===== config.mk =====
export PLATFORM = sky130hd
export DESIGN_NAME = wdog_two_stage
export DESIGN_NICKNAME = d
export VERILOG_FILES = /design/src/rtl/wdog_pkg.sv /design/src/rtl/wdog_prescaler.sv /design/src/rtl/wdog_regs.sv /design/src/rtl/wdog_core.sv /design/src/rtl/wdog_two_stage.sv
export SDC_FILE = /design/constraint.sdc
export NUM_CORES = 1
export LEC_CHECK = 0
export ABC_AREA = 1
export CORE_MARGIN = 8
export CORE_UTILIZATION = 30
export DETAILED_ROUTE_END_ITERATION = 8
export DONT_BUFFER_PORTS = 1
export REMOVE_ABC_BUFFERS = 1
export SLEW_MARGIN = 15
export SYNTH_ARGS = -nofsm -noshare
export SYNTH_HDL_FRONTEND = slang
export SYNTH_SLANG_ARGS = --single-unit

===== constraint.sdc =====
create_clock -name clk_i -period 2.35 [get_ports clk_i]
set_input_delay 0.235 -clock clk_i [delete_from_list [all_inputs] [get_ports clk_i]]
set_output_delay 0.235 -clock clk_i [all_outputs]
set_load 0.01 [all_outputs]

===== src/rtl/wdog_pkg.sv =====
package wdog_pkg;
  localparam int unsigned DATA_W   = 32;
  localparam int unsigned CNT_W    = 10;
  localparam int unsigned MIN_INIT = 4;
  localparam int unsigned STS1_BIT = 3;
  localparam int unsigned STS2_BIT = 17;
  localparam int unsigned EN_BIT   = 0;
  localparam int unsigned NR_BIT   = 4;
  localparam logic [7:0]  RELOAD_KEY = 8'h01;

  typedef enum logic [1:0] {
    A_COUNT = 2'd0,
    A_INIT  = 2'd1,
    A_STAT  = 2'd2,
    A_CTRL  = 2'd3
  } reg_addr_e;
endpackage


===== src/rtl/wdog_prescaler.sv =====
module wdog_prescaler #(
  parameter int unsigned DIV_LEGACY = 30_000_000,
  parameter int unsigned DIV_NEW    = 50_000_000
) (
  input  logic clk_i,
  input  logic rst_ni,
  input  logic run_i,
  input  logic restart_i,
  input  logic mode_i,
  output logic tick_o
);
  localparam int unsigned DIV_MAX = (DIV_LEGACY > DIV_NEW) ? DIV_LEGACY : DIV_NEW;
  localparam int unsigned PW      = (DIV_MAX > 1) ? $clog2(DIV_MAX) : 1;
  localparam logic [PW-1:0] LIM_L = PW'(DIV_LEGACY - 1);
  localparam logic [PW-1:0] LIM_N = PW'(DIV_NEW - 1);

  logic [PW-1:0] pre_q;
  logic [PW-1:0] lim;
  logic          wrap;

  generate
    if (DIV_LEGACY == DIV_NEW) begin : g_single
      logic unused_mode;
      assign unused_mode = mode_i;
      assign lim = LIM_L;
    end else begin : g_dual
      assign lim = mode_i ? LIM_N : LIM_L;
    end
  endgenerate

  assign wrap   = (pre_q >= lim);
  assign tick_o = run_i && !restart_i && wrap;

  always_ff @(posedge clk_i or negedge rst_ni) begin
    if (!rst_ni)                  pre_q <= '0;
    else if (restart_i || !run_i) pre_q <= '0;
    else if (wrap)                pre_q <= '0;
    else                          pre_q <= pre_q + 1'b1;
  end
endmodule


===== src/rtl/wdog_regs.sv =====
module wdog_regs import wdog_pkg::*; #(
  parameter logic [CNT_W-1:0] INIT_RST = 10'd60
) (
  input  logic              clk_i,
  input  logic              rst_ni,
  input  logic              wr_en_i,
  input  logic [1:0]        addr_i,
  input  logic [DATA_W-1:0] wdata_i,
  input  logic [3:0]        be_i,
  input  logic              nr_lock_i,
  input  logic              exp1_i,
  input  logic              exp2_i,
  output logic [CNT_W-1:0]  init_o,
  output logic              en_o,
  output logic              nr_o,
  output logic              sts1_o,
  output logic              sts2_o,
  output logic              load_o
);
  logic [CNT_W-1:0] init_q, init_new;
  logic en_q, nr_q, sts1_q, sts2_q;
  logic wr_cnt, wr_init, wr_stat, wr_ctl;
  logic reload_hit, start_hit;
  logic unused_bits;

  assign wr_cnt  = wr_en_i && (addr_i == A_COUNT);
  assign wr_init = wr_en_i && (addr_i == A_INIT);
  assign wr_stat = wr_en_i && (addr_i == A_STAT);
  assign wr_ctl  = wr_en_i && (addr_i == A_CTRL) && be_i[0];

  assign reload_hit = wr_cnt && be_i[0] && (wdata_i[7:0] == RELOAD_KEY);
  assign start_hit  = wr_ctl && wdata_i[EN_BIT] && !en_q;
  assign load_o     = reload_hit || start_hit;

  // per-bit byte-lane merge of the start value
  for (genvar b = 0; b < CNT_W; b++) begin : g_merge
    assign init_new[b] = be_i[b/8] ? wdata_i[b] : init_q[b];
  end

  assign unused_bits = ^{wdata_i, be_i};

  always_ff @(posedge clk_i or negedge rst_ni) begin
    if (!rst_ni) begin
      init_q <= INIT_RST;
      en_q   <= 1'b0;
      nr_q   <= 1'b0;
      sts1_q <= 1'b0;
      sts2_q <= 1'b0;
    end else begin
      if (wr_init && (init_new >= CNT_W'(MIN_INIT))) init_q <= init_new;
      if (wr_ctl) en_q <= wdata_i[EN_BIT];
      nr_q <= nr_lock_i | (wr_ctl ? wdata_i[NR_BIT] : nr_q);
      sts1_q <= exp1_i | (sts1_q & ~(wr_stat & be_i[0] & wdata_i[STS1_BIT]));
      sts2_q <= exp2_i | (sts2_q & ~(wr_stat & be_i[2] & wdata_i[STS2_BIT]));
    end
  end

  assign init_o = init_q;
  assign en_o   = en_q;
  assign nr_o   = nr_q;
  assign sts1_o = sts1_q;
  assign sts2_o = sts2_q;
endmodule


===== src/rtl/wdog_core.sv =====
module wdog_core import wdog_pkg::*; #(
  parameter logic [CNT_W-1:0] INIT_RST = 10'd60
) (
  input  logic             clk_i,
  input  logic             rst_ni,
  input  logic             tick_i,
  input  logic             load_i,
  input  logic             nr_i,
  input  logic [CNT_W-1:0] init_i,
  output logic [CNT_W-1:0] cnt_o,
  output logic             exp1_o,
  output logic             exp2_o,
  output logic             rst_req_o
);
  logic [CNT_W-1:0] cnt_q;
  logic second_q, req_q, at_zero;

  assign at_zero = (cnt_q == '0);
  assign exp1_o  = tick_i && !load_i && at_zero && !second_q;
  assign exp2_o  = tick_i && !load_i && at_zero && second_q;

  always_ff @(posedge clk_i or negedge rst_ni) begin
    if (!rst_ni) begin
      cnt_q    <= INIT_RST;
      second_q <= 1'b0;
      req_q    <= 1'b0;
    end else begin
      req_q <= exp2_o && !nr_i;
      if (load_i) begin
        cnt_q    <= init_i;
        second_q <= 1'b0;
      end else if (tick_i) begin
        if (at_zero) begin
          cnt_q    <= init_i;
          second_q <= !second_q;
        end else begin
          cnt_q <= cnt_q - 1'b1;
        end
      end
    end
  end

  assign cnt_o     = cnt_q;
  assign rst_req_o = req_q;
endmodule


===== src/rtl/wdog_two_stage.sv =====
module wdog_two_stage import wdog_pkg::*; #(
  parameter int unsigned      DIV_LEGACY = 30_000_000,
  parameter int unsigned      DIV_NEW    = 50_000_000,
  parameter logic [CNT_W-1:0] INIT_RST   = 10'd60
) (
  input  logic              clk_i,
  input  logic              rst_ni,
  input  logic              wr_en_i,
  input  logic [1:0]        addr_i,
  input  logic [DATA_W-1:0] wdata_i,
  input  logic [3:0]        be_i,
  output logic [DATA_W-1:0] rdata_o,
  input  logic              tick_mode_i,
  input  logic              nr_lock_i,
  output logic              rst_req_o
);
  logic [CNT_W-1:0] init_w, cnt_w;
  logic en_w, nr_w, sts1_w, sts2_w, load_w, tick_w, exp1_w, exp2_w;

  wdog_regs #(.INIT_RST(INIT_RST)) u_regs (
    .clk_i, .rst_ni, .wr_en_i, .addr_i, .wdata_i, .be_i, .nr_lock_i,
    .exp1_i (exp1_w),
    .exp2_i (exp2_w),
    .init_o (init_w),
    .en_o   (en_w),
    .nr_o   (nr_w),
    .sts1_o (sts1_w),
    .sts2_o (sts2_w),
    .load_o (load_w)
  );

  wdog_prescaler #(.DIV_LEGACY(DIV_LEGACY), .DIV_NEW(DIV_NEW)) u_pre (
    .clk_i, .rst_ni,
    .run_i     (en_w),
    .restart_i (load_w),
    .mode_i    (tick_mode_i),
    .tick_o    (tick_w)
  );

  wdog_core #(.INIT_RST(INIT_RST)) u_core (
    .clk_i, .rst_ni,
    .tick_i    (tick_w),
    .load_i    (load_w),
    .nr_i      (nr_w),
    .init_i    (init_w),
    .cnt_o     (cnt_w),
    .exp1_o    (exp1_w),
    .exp2_o    (exp2_w),
    .rst_req_o (rst_req_o)
  );

  always_comb begin
    rdata_o = '0;
    case (reg_addr_e'(addr_i))
      A_COUNT: rdata_o[CNT_W-1:0] = cnt_w;
      A_INIT:  rdata_o[CNT_W-1:0] = init_w;
      A_STAT: begin
        rdata_o[STS1_BIT] = sts1_w;
        rdata_o[STS2_BIT] = sts2_w;
      end
      A_CTRL: begin
        rdata_o[EN_BIT] = en_w;
        rdata_o[NR_BIT] = nr_w;
      end
      default: rdata_o = '0;
    endcase
  end
endmodule


==> results of run 1 <==
[worst max-delay path, delay by kind of cell, from the launching register on]
kind	cells	cell delay, ps
fa+ha+maj	1	220
simple gates	7	1000
flops	1	380
buf+inv	1	120
compound gates	1	120
[report_power, final]
part / switching [mW] / internal, mW / leakage (nW)
sequential: 0.0931 / 1.04 / 0.676
clock: 0.333 / 0.421 / 0.0766
combinational: 0.493 / 0.271 / 1.03
total: 0.919 / 1.74 / 1.79
[per-stage QoR]
step / hold slack [ps] / std cells / utilization / total power [mW]
2_1_floorplan: -60.6 / 481 / - / 1.73
6_report: 48.6 / 639 / 0.322 / 2.66
5_1_grt: 52.3 / 639 / 0.322 / 2.84
3_3_place_gp: -59.0 / 629 / 0.306 / 1.87
3_5_place_dp: -58.6 / 629 / 0.306 / 1.89
4_1_cts: 45.4 / 639 / 0.322 / 2.68
[path summary, 6_finish.rpt]
check | endpoint | slack [ps] | cells past startpoint | from
worst min register to register | u_core.rst_req_o$_DFF_PN0_ | 480 | 1 | u_regs.nr_o$_DFF_PN0_
max in group asynchronous | u_core.cnt_o[5]$_DFFE_PN1P_ | 1590 | 2 | rst_ni
worst min-delay path | u_regs.nr_o$_DFF_PN0_ | 50 | 2 | nr_lock_i
worst max-delay path | u_core.cnt_o[9]$_DFFE_PN0P_ | 400 | 10 | u_core.cnt_o[0]$_DFFE_PN0P_
worst max register to register | u_core.cnt_o[9]$_DFFE_PN0P_ | 400 | 10 | u_core.cnt_o[0]$_DFFE_PN0P_
min in group asynchronous | u_core.cnt_o[1]$_DFFE_PN0P_ | 450 | 2 | rst_ni
[timing repair]
action	CTS	global route
endpoints found under the hold margin	52	0
gates resized for setup	0	0
hold buffers	2	0
buffers inserted	0	0
endpoints found under the setup margin	0	0
[kinds of logic (layout without fill, tap and decap cells)]
logic type               count (synthesis)  in the layout  synth area share
XOR/XNOR                                19             19            0.0466
buffers and inverters                   94             76             0.132
other                                    1             21           0.00105
adder cells (fa/ha/maj)                 12             12            0.0420
AO/OA/AOI/OAI                           61             61            0.0998
flip-flops                              52             52             0.367
AND/OR/NAND/NOR                        251            251             0.312
[flip-flops by register name, indices dropped and copies added (netlist names)]
| register | flops |
|---|---|
| u_pre.pre_q | 26 |
| u_core.cnt_o | 10 |
| u_regs.init_o | 10 |
| u_core.rst_req_o | 1 |
| u_core.second_q | 1 |
| u_regs.en_o | 1 |
| u_regs.nr_o | 1 |
| u_regs.sts1_o | 1 |
| u_regs.sts2_o | 1 |
[area by class of cell]
cell class / instances / area (sq um) / share of cell area
Multi-Input combinational cell: 364 / 1870 / 0.491
Sequential cell: 52 / 1310 / 0.345
Inverter: 65 / 244 / 0.0642
Tap cell: 147 / 184 / 0.0484
Clock buffer: 6 / 139 / 0.0365
Timing Repair Buffer: 3 / 45.0 / 0.0119
Clock inverter: 2 / 10.0 / 0.00263
[synth_stat cells, drive strengths merged, types with 8 or more instances]
master | instances | area (sq um)
nand3 | 27 | 155
nor3 | 17 | 95.1
dfstp | 8 | 210
ha | 12 | 150
dfrtp | 44 | 1100
o21ai | 34 | 185
a21oi | 13 | 68.8
nor2 | 69 | 264
xor2 | 15 | 131
nand2 | 121 | 480
buf | 28 | 224
inv | 64 | 240
nand4 | 9 | 62.6
[layer usage]
metal  GRT usage  part of all wire
met1       0.133              0.44
met3      0.0302             0.055
met2       0.193              0.49
met5           0                 0
met4      0.0279             0.011
==> flow_summary.ini, run 1 <==
[outcome]
outcome = finished clean

[cts]
cts_max_level = 2
clockBufferDepth = 2
cts-buffers-inserted = 5
cts_sinks = 52
clk_latency_ps = 290
clk_pin_slew_worst_paths_ps = 70
cts_tree = done
root_buffer = clkbuf_16

[drt]
wire_per_inst_um = 13.0
drtAntennaViolNets = 0
totalWireLength_um = 8340
vias = 2984
detail_route.iter0.violations = 143
viasPerCell = 4.67
drtPass1Iterations = 4
drc_errors = 0

[critical_path]
critPathLaunchType = flip-flop
worst-setup-path-type = reg2reg
cp_cell_sequence = inv_1 -> ha_1 -> nand3_1 -> nor2_1 -> nand2_1 -> nand3_2 -> nand2_1 -> o21a_1 -> nand2_1 -> nand2_1
endpoint_kind = flip-flop
max_stage_delay_ps = 380
worstPathArrival_ps = 2140
crit_fanout = 18
path_common_cell = nand2_1
worstPathRequired_ps = 2540
slowest_stage = dfrtp_1

[synthesis]
ys_types = 43
ys_ff_latch = 52
ys_seq_area_frac = 0.367
synth_flop_cell = dfrtp_1
synth_edf_count = 0
netlist_area_sq_mm = 0.00357
synth_cells = 490
synth.avg_cell_area_sq_um = 7.30
yosys_warnings = 0
async_flop_share = 1.00

[timing]
relSlewSlack = 0.551
report.final.slew_viol_count = 0
hold_viol_final = 0
skew_ps = 8.91
tns_ps = 0
fmax_mhz = 513
setup_viol = 0
tightest_slew_ps = 669
period_needed_ps = 1950
fin_ws_ps = 400
rsz0062_at_grt = false
period_share = 0.830

[grt]
grt_usage = 0.111
grt_max_degree = 53
grt-ovfl-total = 0
first_global_vias = 3037
grt_pass1_wl_um = 14400
antenna_found_initial = 0

[placement]
gp_congestion = 0.845
placed_area_sq_mm = 0.00361
pre_cts_ws_ps = 397
place_hpwl_um = 6520
port_buffers = 0

[die]
die_h_um = 125
initial_core_util = 0.303
die-area_sq_mm = 0.0157
die_x_um = 125
fp.coreArea_sq_mm = 0.0118
fp-row-count = 40
ioPinCount = 76

[hold_path]
hp-class = in2reg

[flow_run]
drv_cap = 0

[layout]
final_layout_size_suffix_gt1_frac = 0.0752
nFillCells = 1266
antenna_cells = 0
fin_area_sq_mm = 0.00380
mostFrequentLayoutCell = nand2_1
layout_common_cells = nand2_1, nor2_1, inv_1
nNetsFinal = 546
syn_to_final_growth_pct = 6.30

[power]
peakVddDrop_v = 0.000211
p_per_area_mw_per_mm2 = 699
p_leak_nw = 1.79
(Power assumes the default switching activity.)
==> run 2, diff against run 1 <==
clock period = 2 ns   (was 2.35 ns; I/O delays follow)
==> run 2 against run 1 <==
Sequential power is 18% higher. Largest power group unchanged. Global-route usage rose by 0.20 points. Highest routed layer unchanged. Cell area grew 2.4%. Combinational power is 27% higher.
==> flow_summary.ini, run 2 (synthesis results as in run 1) <==
[outcome]
outcome = finished clean

[timing]
skew_ps = 8.47
report.final.slew_viol_count = 0
hold_slack_ps = 15.2
period_share = 0.913
fmax_mhz = 548
period_needed_ps = 1830
setup_viol = 0
hold_viol_final = 0

[layout]
syn_to_final_growth_pct = 8.82
layout_common_cells = nand2_1, nor2_1, inv_1
top_register = u_pre.pre_q
largest_register_ffs = 26
nFillCells = 1267
final_layout_size_suffix_gt1_frac = 0.0938
nNetsFinal = 555
mostFrequentLayoutCell = nand2_1
postLayoutCoreUtil = 0.329
antenna_cells = 0

[die]
die_x_um = 125
fp-row-count = 40
die_h_um = 125
initial_core_util = 0.303
die-area_sq_mm = 0.0157
fp.coreArea_sq_mm = 0.0118
ioPinCount = 76

[power]
swShare = 0.347
peakVddDrop_v = 0.000315
p_per_area_mw_per_mm2 = 822
pwr-share-seq = 0.419
p_leak_nw = 1.84
p_sw_mw = 1.11
clkPwrFrac = 0.278
combPwrFrac = 0.303
intPower_mw = 2.09

[flow_run]
drv_cap = 0

[drt]
viasPerCell = 4.71
drtAntennaViolNets = 0
detail_route.iter0.violations = 212
drtPass1Iterations = 4
wire_per_inst_um = 13.2
totalWireLength_um = 8550
vias = 3049
drc_errors = 0

[hold_path]
hp-class = in2reg
worstHoldPathCells = 2
worstHoldStart = nr_lock_i

[critical_path]
cp-startpoint = u_pre.pre_q[9]$_DFF_PN0_
critPathLaunchType = flip-flop
crit_fanout = 14
reg2reg_from = u_pre.pre_q[9]$_DFF_PN0_
worstPathArrival_ps = 2000
rr_worst_depth = 11
worst-setup-path-type = reg2reg
endpoint_kind = flip-flop
worstPathRequired_ps = 2180

[placement]
gp_congestion = 0.871
place_hpwl_um = 6630
port_buffers = 0

[grt]
grt-ovfl-total = 0
met3_usage = 0.0297
first_global_vias = 2994
grt_pass1_wl_um = 14600
grt_usage = 0.113
use_met1 = 0.134
grt-busiest-layer = met2
grt_max_degree = 53
gr-usage-met2 = 0.194
antenna_found_initial = 0

[cts]
cts-buffers-inserted = 5
clk_latency_ps = 300
cts_tree = done
cts_sinks = 52
clockBufferDepth = 2
root_buffer = clkbuf_16
clk_pin_slew_worst_paths_ps = 70
cts_max_level = 2
run 2: cell types whose count changed in the layout (fill, tap and decap cells not counted), sizes merged:
cell / delta
buf: +9
run 2: final timing paths:
check	endpoint	slack [ps]
setup / recovery	u_core.cnt_o[0]$_DFFE_PN0P_	170
max in group asynchronous	u_regs.init_o[4]$_DFFE_PN1P_	1290
hold / removal	u_regs.nr_o$_DFF_PN0_	20
min in group asynchronous	u_core.cnt_o[1]$_DFFE_PN0P_	410
hold reg to reg	u_core.rst_req_o$_DFF_PN0_	460
setup reg to reg	u_core.cnt_o[0]$_DFFE_PN0P_	170
run 2: final cells by class:
type	count	area (sq um)	share of cell area
inverter	65	244	0.0627
clock buffer	6	139	0.0357
tap	147	184	0.0473
timing repair buffer	12	125	0.0322
clock inverter	2	10.0	0.00257
sequential	52	1310	0.337
multi-input combinational	364	1880	0.482
run 2: per-layer routing:
metal  vias up  wire, um
li1       1550         -
met1      1434      3900
met2        58      4120
met3         7       421
met4         0       112
met5         -         0
run 2: metrics by stage:
step	instances	total power [mW]	area, sq um	worst slack, ps	TNS, ps
2_1_floorplan	481	2.03	3420	147	0
3_3_place_gp	636	2.26	3680	175	0
3_5_place_dp	636	2.28	3680	164	0
4_1_cts	646	3.21	3860	133	0
5_1_grt	648	3.42	3890	-1.38	-1.86
6_report	648	3.20	3890	175	0
run 2: timing repair:
item                       in CTS  in global routing
hold endpoints to repair       52                  0
setup endpoints to repair       0                 10
resized for setup               0                  3
setup buffers                   0                  2
hold buffers                    2                  0
run 2: power groups by stage:
stage	registers [mW]	logic, mW	clock network [mW]
3_3_place_gp	1.35	0.906	0
6_report	1.34	0.970	0.889
4_1_cts	1.34	0.960	0.910
5_1_grt	1.36	1.12	0.942
3_5_place_dp	1.36	0.919	0
2_1_floorplan	1.33	0.709	0
run 2: worst max-delay path: stages (launching register included):
cell and delay [ps]:
dfrtp_1 430, ha_1 310, nand2_1 70, inv_1 50, a21oi_1 110, nand2_1 110, nand2_1 120, nand3_2 130
nand2_4 130, nand2_8 100, nand2_1 70, o21ai_0 70
